$ cat src/rtl/blk_dma_pkg.sv
// Package: shared encodings for the block-mode DMA sequencer.
// Assumes: step mode is a 2-bit field decoded identically on both sides.
package blk_dma_pkg;

    // Per-side address step selection
    typedef enum logic [1:0] {
        STEP_HOLD  = 2'b00,
        STEP_UP    = 2'b01,
        STEP_DOWN  = 2'b10,
        STEP_HOLD2 = 2'b11
    } step_mode_e;

    // Sequencer states
    typedef enum logic [1:0] {
        SEQ_IDLE = 2'b00,
        SEQ_WAIT = 2'b01,
        SEQ_RD   = 2'b10,
        SEQ_WR   = 2'b11
    } seq_state_e;

    // Side indices for the address generator array
    localparam int SIDE_SRC = 0;
    localparam int SIDE_DST = 1;
    localparam int NUM_SIDES = 2;

endpackage

$ cat src/rtl/blk_dma_addr_gen.sv
// Module: one address register of the channel (source or destination).
// Loads its start address on arm, steps after each completed unit by the
// unit size in the selected direction, and returns to the start address at
// the end of a block when this side is the block area.
// Assumes: load, unit_done and blk_end are single-cycle strobes from the
// sequencer; blk_end is only asserted together with unit_done.
module blk_dma_addr_gen
    import blk_dma_pkg::*;
#(
    parameter int ADDR_W = 24
) (
    input  logic              clk,
    input  logic              rst_n,
    input  logic              load,
    input  logic [ADDR_W-1:0] start_in,
    input  logic [1:0]        mode_in,
    input  logic              word,
    input  logic              unit_done,
    input  logic              blk_end,
    input  logic              is_blk_area,
    output logic [ADDR_W-1:0] addr
);

    localparam logic [ADDR_W-1:0] STEP_BYTE = ADDR_W'(1);
    localparam logic [ADDR_W-1:0] STEP_WORD = ADDR_W'(2);

    logic [ADDR_W-1:0] start_q;
    logic [ADDR_W-1:0] cur_q;
    step_mode_e        mode_q;
    logic [ADDR_W-1:0] step;
    logic [ADDR_W-1:0] next_addr;

    // Step size from the unit size
    always_comb begin
        step = word ? STEP_WORD : STEP_BYTE;
    end

    // Next address after a unit, wrapping modulo 2^ADDR_W
    always_comb begin
        unique case (mode_q)
            STEP_UP:   next_addr = cur_q + step;
            STEP_DOWN: next_addr = cur_q - step;
            default:   next_addr = cur_q;
        endcase
    end

    // Start address and mode capture on arm
    always_ff @(posedge clk) begin
        if (!rst_n) begin
            start_q <= '0;
            mode_q  <= STEP_HOLD;
        end else if (load) begin
            start_q <= start_in;
            mode_q  <= step_mode_e'(mode_in);
        end
    end

    // Running address: load, step, or block-area return
    always_ff @(posedge clk) begin
        if (!rst_n) begin
            cur_q <= '0;
        end else if (load) begin
            cur_q <= start_in;
        end else if (unit_done) begin
            if (blk_end && is_blk_area) begin
                cur_q <= start_q;
            end else begin
                cur_q <= next_addr;
            end
        end
    end

    assign addr = cur_q;

endmodule

$ cat src/rtl/blk_dma_count.sv
// Module: block-size hold register, inner unit counter and outer block
// counter. A loaded zero in either counter stands for its full range.
// The inner counter reloads from the hold value when it runs out.
// Assumes: load, unit_done and blk_end are single-cycle strobes.
module blk_dma_count #(
    parameter int BSIZE_W = 8,
    parameter int BCNT_W  = 16
) (
    input  logic               clk,
    input  logic               rst_n,
    input  logic               load,
    input  logic [BSIZE_W-1:0] size_in,
    input  logic [BCNT_W-1:0]  count_in,
    input  logic               unit_done,
    input  logic               blk_end,
    output logic               last_unit,
    output logic               last_block
);

    localparam logic [BSIZE_W-1:0] UNIT_ONE  = BSIZE_W'(1);
    localparam logic [BCNT_W-1:0]  BLOCK_ONE = BCNT_W'(1);

    logic [BSIZE_W-1:0] hold_q;
    logic [BSIZE_W-1:0] unit_q;
    logic [BCNT_W-1:0]  block_q;

    // Hold register: written only on arm
    always_ff @(posedge clk) begin
        if (!rst_n) begin
            hold_q <= '0;
        end else if (load) begin
            hold_q <= size_in;
        end
    end

    // Inner counter: counts units, reloads from hold when it reaches zero
    always_ff @(posedge clk) begin
        if (!rst_n) begin
            unit_q <= '0;
        end else if (load) begin
            unit_q <= size_in;
        end else if (unit_done) begin
            if (unit_q == UNIT_ONE) begin
                unit_q <= hold_q;
            end else begin
                unit_q <= unit_q - UNIT_ONE;
            end
        end
    end

    // Outer counter: counts completed blocks
    always_ff @(posedge clk) begin
        if (!rst_n) begin
            block_q <= '0;
        end else if (load) begin
            block_q <= count_in;
        end else if (blk_end) begin
            block_q <= block_q - BLOCK_ONE;
        end
    end

    assign last_unit  = (unit_q == UNIT_ONE);
    assign last_block = (block_q == BLOCK_ONE);

endmodule

$ cat src/rtl/blk_dma_ctrl.sv
// Module: channel sequencer. Waits for arm, then for a request between
// blocks, and runs read/write unit pairs until the counters report the
// end of the block and of the transfer. Raises a registered done pulse.
// Assumes: bus_ready completes the phase presented in the same cycle.
module blk_dma_ctrl
    import blk_dma_pkg::*;
(
    input  logic clk,
    input  logic rst_n,
    input  logic arm,
    input  logic xfer_req,
    input  logic bus_ready,
    input  logic last_unit,
    input  logic last_block,
    output logic load,
    output logic rd_take,
    output logic unit_done,
    output logic blk_end,
    output logic bus_valid,
    output logic bus_wr,
    output logic done
);

    seq_state_e state_q;
    seq_state_e state_d;
    logic       final_unit;

    // Strobes derived from the current state and bus handshake
    always_comb begin
        load       = (state_q == SEQ_IDLE) && arm;
        rd_take    = (state_q == SEQ_RD) && bus_ready;
        unit_done  = (state_q == SEQ_WR) && bus_ready;
        blk_end    = unit_done && last_unit;
        final_unit = blk_end && last_block;
        bus_valid  = (state_q == SEQ_RD) || (state_q == SEQ_WR);
        bus_wr     = (state_q == SEQ_WR);
    end

    // Next-state selection
    always_comb begin
        state_d = state_q;
        unique case (state_q)
            SEQ_IDLE: if (arm)       state_d = SEQ_WAIT;
            SEQ_WAIT: if (xfer_req)  state_d = SEQ_RD;
            SEQ_RD:   if (bus_ready) state_d = SEQ_WR;
            SEQ_WR: begin
                if (bus_ready) begin
                    if (final_unit) begin
                        state_d = SEQ_IDLE;
                    end else if (last_unit) begin
                        state_d = SEQ_WAIT;
                    end else begin
                        state_d = SEQ_RD;
                    end
                end
            end
            default: state_d = SEQ_IDLE;
        endcase
    end

    // State register
    always_ff @(posedge clk) begin
        if (!rst_n) begin
            state_q <= SEQ_IDLE;
        end else begin
            state_q <= state_d;
        end
    end

    // Done pulse, registered one cycle after the final write is accepted
    always_ff @(posedge clk) begin
        if (!rst_n) begin
            done <= 1'b0;
        end else begin
            done <= final_unit;
        end
    end

endmodule

$ cat src/rtl/blk_dma_seq.sv
// Module: top of the block-mode DMA sequencer. Captures the configuration
// on arm, instantiates one address generator per side, the counters and
// the sequencer, and drives the read-then-write bus-master port.
// Assumes: configuration inputs are stable in the cycle arm is high.
module blk_dma_seq
    import blk_dma_pkg::*;
#(
    parameter int ADDR_W  = 24,
    parameter int DATA_W  = 16,
    parameter int BSIZE_W = 8,
    parameter int BCNT_W  = 16
) (
    input  logic               clk,
    input  logic               rst_n,
    input  logic               arm,
    input  logic [ADDR_W-1:0]  cfg_src_addr,
    input  logic [ADDR_W-1:0]  cfg_dst_addr,
    input  logic [1:0]         cfg_src_mode,
    input  logic [1:0]         cfg_dst_mode,
    input  logic               cfg_word,
    input  logic               cfg_blk_on_dst,
    input  logic [BSIZE_W-1:0] cfg_blk_size,
    input  logic [BCNT_W-1:0]  cfg_blk_count,
    input  logic               xfer_req,
    output logic               bus_valid,
    output logic               bus_wr,
    output logic               bus_word,
    output logic [ADDR_W-1:0]  bus_addr,
    output logic [DATA_W-1:0]  bus_wdata,
    input  logic [DATA_W-1:0]  bus_rdata,
    input  logic               bus_ready,
    output logic               done
);

    logic              load;
    logic              rd_take;
    logic              unit_done;
    logic              blk_end;
    logic              last_unit;
    logic              last_block;
    logic              word_q;
    logic              blk_dst_q;
    logic [DATA_W-1:0] data_q;

    logic [ADDR_W-1:0] side_start [NUM_SIDES];
    logic [1:0]        side_mode  [NUM_SIDES];
    logic              side_blk   [NUM_SIDES];
    logic [ADDR_W-1:0] side_addr  [NUM_SIDES];

    // Per-side configuration routing
    always_comb begin
        side_start[SIDE_SRC] = cfg_src_addr;
        side_start[SIDE_DST] = cfg_dst_addr;
        side_mode[SIDE_SRC]  = cfg_src_mode;
        side_mode[SIDE_DST]  = cfg_dst_mode;
        side_blk[SIDE_SRC]   = !blk_dst_q;
        side_blk[SIDE_DST]   = blk_dst_q;
    end

    // Shared configuration capture on arm
    always_ff @(posedge clk) begin
        if (!rst_n) begin
            word_q    <= 1'b0;
            blk_dst_q <= 1'b0;
        end else if (load) begin
            word_q    <= cfg_word;
            blk_dst_q <= cfg_blk_on_dst;
        end
    end

    // Read data holding register between the two phases of a unit
    always_ff @(posedge clk) begin
        if (!rst_n) begin
            data_q <= '0;
        end else if (rd_take) begin
            data_q <= bus_rdata;
        end
    end

    // One address generator per side
    for (genvar s = 0; s < NUM_SIDES; s++) begin : g_side
        blk_dma_addr_gen #(
            .ADDR_W(ADDR_W)
        ) u_addr (
            .clk        (clk),
            .rst_n      (rst_n),
            .load       (load),
            .start_in   (side_start[s]),
            .mode_in    (side_mode[s]),
            .word       (word_q),
            .unit_done  (unit_done),
            .blk_end    (blk_end),
            .is_blk_area(side_blk[s]),
            .addr       (side_addr[s])
        );
    end

    blk_dma_count #(
        .BSIZE_W(BSIZE_W),
        .BCNT_W (BCNT_W)
    ) u_count (
        .clk       (clk),
        .rst_n     (rst_n),
        .load      (load),
        .size_in   (cfg_blk_size),
        .count_in  (cfg_blk_count),
        .unit_done (unit_done),
        .blk_end   (blk_end),
        .last_unit (last_unit),
        .last_block(last_block)
    );

    blk_dma_ctrl u_ctrl (
        .clk       (clk),
        .rst_n     (rst_n),
        .arm       (arm),
        .xfer_req  (xfer_req),
        .bus_ready (bus_ready),
        .last_unit (last_unit),
        .last_block(last_block),
        .load      (load),
        .rd_take   (rd_take),
        .unit_done (unit_done),
        .blk_end   (blk_end),
        .bus_valid (bus_valid),
        .bus_wr    (bus_wr),
        .done      (done)
    );

    // Bus port drive: address follows the phase
    always_comb begin
        bus_addr  = bus_wr ? side_addr[SIDE_DST] : side_addr[SIDE_SRC];
        bus_word  = word_q;
        bus_wdata = data_q;
    end

endmodule

$ cat config.mk
export PLATFORM = sky130hd
export DESIGN_NAME = blk_dma_seq
export DESIGN_NICKNAME = d
export VERILOG_FILES = /design/src/rtl/blk_dma_pkg.sv /design/src/rtl/blk_dma_addr_gen.sv /design/src/rtl/blk_dma_count.sv /design/src/rtl/blk_dma_ctrl.sv /design/src/rtl/blk_dma_seq.sv
export SDC_FILE = /design/constraint.sdc
export NUM_CORES = 1
export LEC_CHECK = 0
export ABC_AREA = 1
export CAP_MARGIN = 20
export CORE_AREA = 10 10 130 156
export DETAILED_ROUTE_END_ITERATION = 16
export DIE_AREA = 0 0 140 166
export PLACE_DENSITY = 0.88
export SYNTH_ARGS = -nofsm -noshare
export SYNTH_HDL_FRONTEND = slang
export SYNTH_SLANG_ARGS = --single-unit
$ cat constraint.sdc
create_clock -name clk -period 4 [get_ports clk]
set_clock_uncertainty 0.15 [all_clocks]
set_input_delay 0.4 -clock clk [delete_from_list [all_inputs] [get_ports clk]]
set_output_delay 0.4 -clock clk [all_outputs]
set_load 0.01 [all_outputs]
==> metrics.md <==
| Metric | Value |
|---|---|
| Final ANT Viol Nets | 0 |
| Synth Area in Compound Gates | 23.0% |
| FILL cells | 1504 |
| Worst-path maximum fanout | 30 |
| Clock slew at reported path FFs | 0.06 ns |
| First-pass GRT wire length | 55900 µm |
| Multi-input gate area | 0.00598 mm² |
| Cts bufs inserted | 17 |
| RD Place Congestion | 0.997 |
| Fin nets | 1843 |
| Most frequent cells in the layout | 510 x nand2_1, 185 x a21oi_1, 153 x dfxtp_1 |
| Critical Path, Cell by Cell | nor2_2 -> nand2_4 -> and3_2 -> nor2_4 -> nand2_8 -> nand2_4 -> inv_2 -> nand3_2 -> nand2_4 -> clkinv_2 -> o2111ai_1 -> nand2_1 -> inv_1 |
| Sequential area share after synthesis | 30.7% |
| Max incr delay on CP | 0.39 ns |
| Initial antenna violation count | 2 |
| Synth Flop Type | dfxtp_1 |
| Die Footprint | 0.0232 mm² |
| CP max stage cell | clkinv_2 |
| Post-DR wirelength/cell | 17.7 µm |
| Max Cap Viol | 0 |
| Hold Vio Cnt, Final | 0 |
| Post_cts resized | 0 |
| Final min period | 3.22 ns |
| DR vias/cell | 5.90 |
| Post-CTS Setup Inserts | 0 |
| Lkg Pwr | 5.32 nW |
| Synth Register Bits | 153 |
| Grt total ovfl | 0 |
| Endpoints failing setup | 0 |
| Vias | 11600 |
| CP Launch Type | flip-flop |
| Synth Area in Simple Gates | 33.8% |
| Critical Path RT | 4.18 ns |
| Async S/R FF share, synth | 0% |
| Mux cell area share after synthesis | 0% |
| Worst slew pin tran | 0.948 ns |
| Cell area after synthesis | 0.00998 mm² |
| Post-Syn Instances | 1635 |
| Critical path endpoint category | flip-flop |
| Status | completed |
| Fin Setup TNS | 0 ns |
| Register area | 0.00306 mm² |
| DP Wirelength | 25400 µm |
| Hold Crit Class | flip-flop to flip-flop |
| Starting density of the core | 57.9% |
| # H-tree levels | 4 |
| Iter 0 DRT Violations | 1447 |
| Fin crit share | 80.5% |
| CTS tree | yes |
| Post-Synth XOR/XNOR Area | 1.67% |
| Io pins | 143 |
| Crit path top cell by count | nand2_4 |
| Post-synthesis adder-cell area fraction | 1.40% |
| Layout cell share with drive strength beyond 1 | 4.93% |
| Mean Syn Cell Area | 6.10 µm² |
| IO buf count | 142 |
| Crit path DAT | 3.40 ns |
| Hold-fix buffers at CTS | 0 |
| Worst skew pair latency | 0.44 ns |
| Max Clk Rate | 311 MHz |
| Yosys warns | 0 |
| Count of cell types in the netlist | 48 |
| Largest family of logic cells by synthesized area | simple AND/OR/NAND/NOR gates |
| Most common cell after layout, fill and taps aside | nand2_1 |
| Relative slew margins | 36.8% |
| Fin. max-slew vios | 0 |
| Post-route DRC | 0 |
| Area growth syn-to-layout | 20.8% |
| Total GRT Usage | 28.8% |
| Number of synthesized flops with an enable pin | 0 |
| CTS Root Cell | clkbuf_16 |
| WS Path Type | flip-flop to flip-flop |
| Pwr dens | 528 mW/mm² |
| Largest net degree at the start of global routing | 80 |
| Row count | 53 |
| Unrepaired setup endpoints after global routing | no |
| Die height | 166 µm |
| Clk buf depth | 2 |
| Util after Layout | 69.9% |
| Syn_nets | 1744 |
| Vias in the first global route | 10900 |
| WL final | 34800 µm |
| CTS sink count | 153 |
| Core area | 0.0172 mm² |
| Die width | 140 µm |
| DR pass1 iterations | 7 |
| Max VDD drop | 0.000274 V |
-- report_power, final --
part / switching [W] / internal, W / leakage (nW)
registers: 0.000212 / 0.00178 / 1.25
logic: 0.00176 / 0.000946 / 3.78
clock network: 0.000713 / 0.000952 / 0.288
-- cell usage after synthesis (20+ instances only) --
library cell / n / area, µm²
nor2_1: 134 / 503
buf_2: 21 / 105
dfxtp_1: 153 / 3060
nand3_1: 108 / 541
nand2_1: 510 / 1910
o21ai_1: 20 / 100
a21oi_1: 185 / 926
a41oi_1: 28 / 245
clkbuf_1: 43 / 161
inv_1: 148 / 556
nand4_1: 20 / 125
o21ai_0: 122 / 611
-- state kept, by name (all words and copies together) (netlist names), 2 cells and up --
register	flops
u_count.unit_q	8
u_count.block_q	16
g_side.u_addr.start_q	48
u_ctrl.state_q	2
g_side.u_addr.mode_q	4
g_side.u_addr.addr	48
u_count.hold_q	8
bus_wdata	16
-- cell type report --
class                   instances  share of cell area (%)
multi-input cells            1247                    49.6
clock buffers                  18                    3.64
diodes                          1                  0.0208
repair buffers                158                    12.8
flip-flops and latches        153                    25.4
clock inverters                13                    1.32
inverters                     157                    4.91
well taps                     220                    2.28
-- per-stage QoR --
stage / power, W / hold WS [ns] / area (µm²) / instances / setup WS [ns]
6_report: 0.00637 / 0.324 / 12100 / 1967 / 0.781
4_1_cts: 0.00632 / 0.325 / 12100 / 1966 / 0.824
2_1_floorplan: 0.00381 / 0.294 / 9980 / 1635 / 1.52
3_5_place_dp: 0.00464 / 0.315 / 11500 / 1935 / 0.479
5_1_grt: 0.00677 / 0.342 / 12100 / 1966 / 0.487
3_3_place_gp: 0.00459 / 0.306 / 11500 / 1935 / 0.575
-- per-layer routing --
layer,vias to the layer above,part of all wire [%],GRT usage [%]
met5,-,0.026,0
li1,5646,-,-
met4,2,4.7,12.9
met3,136,8.4,7.35
met1,5218,38,33.0
met2,607,49,49.3
-- cells by family after synthesis --
group,after synthesis
simple gates,810
flops,153
fa+ha+maj,10
compound gates,408
buf+inv,235
xor+xnor,19
-- critical path, delay by kind of cell (launching register included) --
family | cells | cell delay, ns
flops | 1 | 0.37
simple gates | 9 | 1.90
compound gates | 1 | 0.17
buf+inv | 3 | 0.51
-- final timing paths --
check	start	to	slack [ns]	cells past startpoint
worst max register to register	u_ctrl.state_q[0]	g_side[1].u_addr.addr[3]	0.78	13
worst max-delay path	u_ctrl.state_q[0]	g_side[1].u_addr.addr[3]	0.78	13
worst min register to register	g_side[1].u_addr.start_q[10]	g_side[1].u_addr.start_q[10]	0.32	2
worst min-delay path	g_side[1].u_addr.start_q[10]	g_side[1].u_addr.start_q[10]	0.32	2
Power figures use the tool's default switching activity.
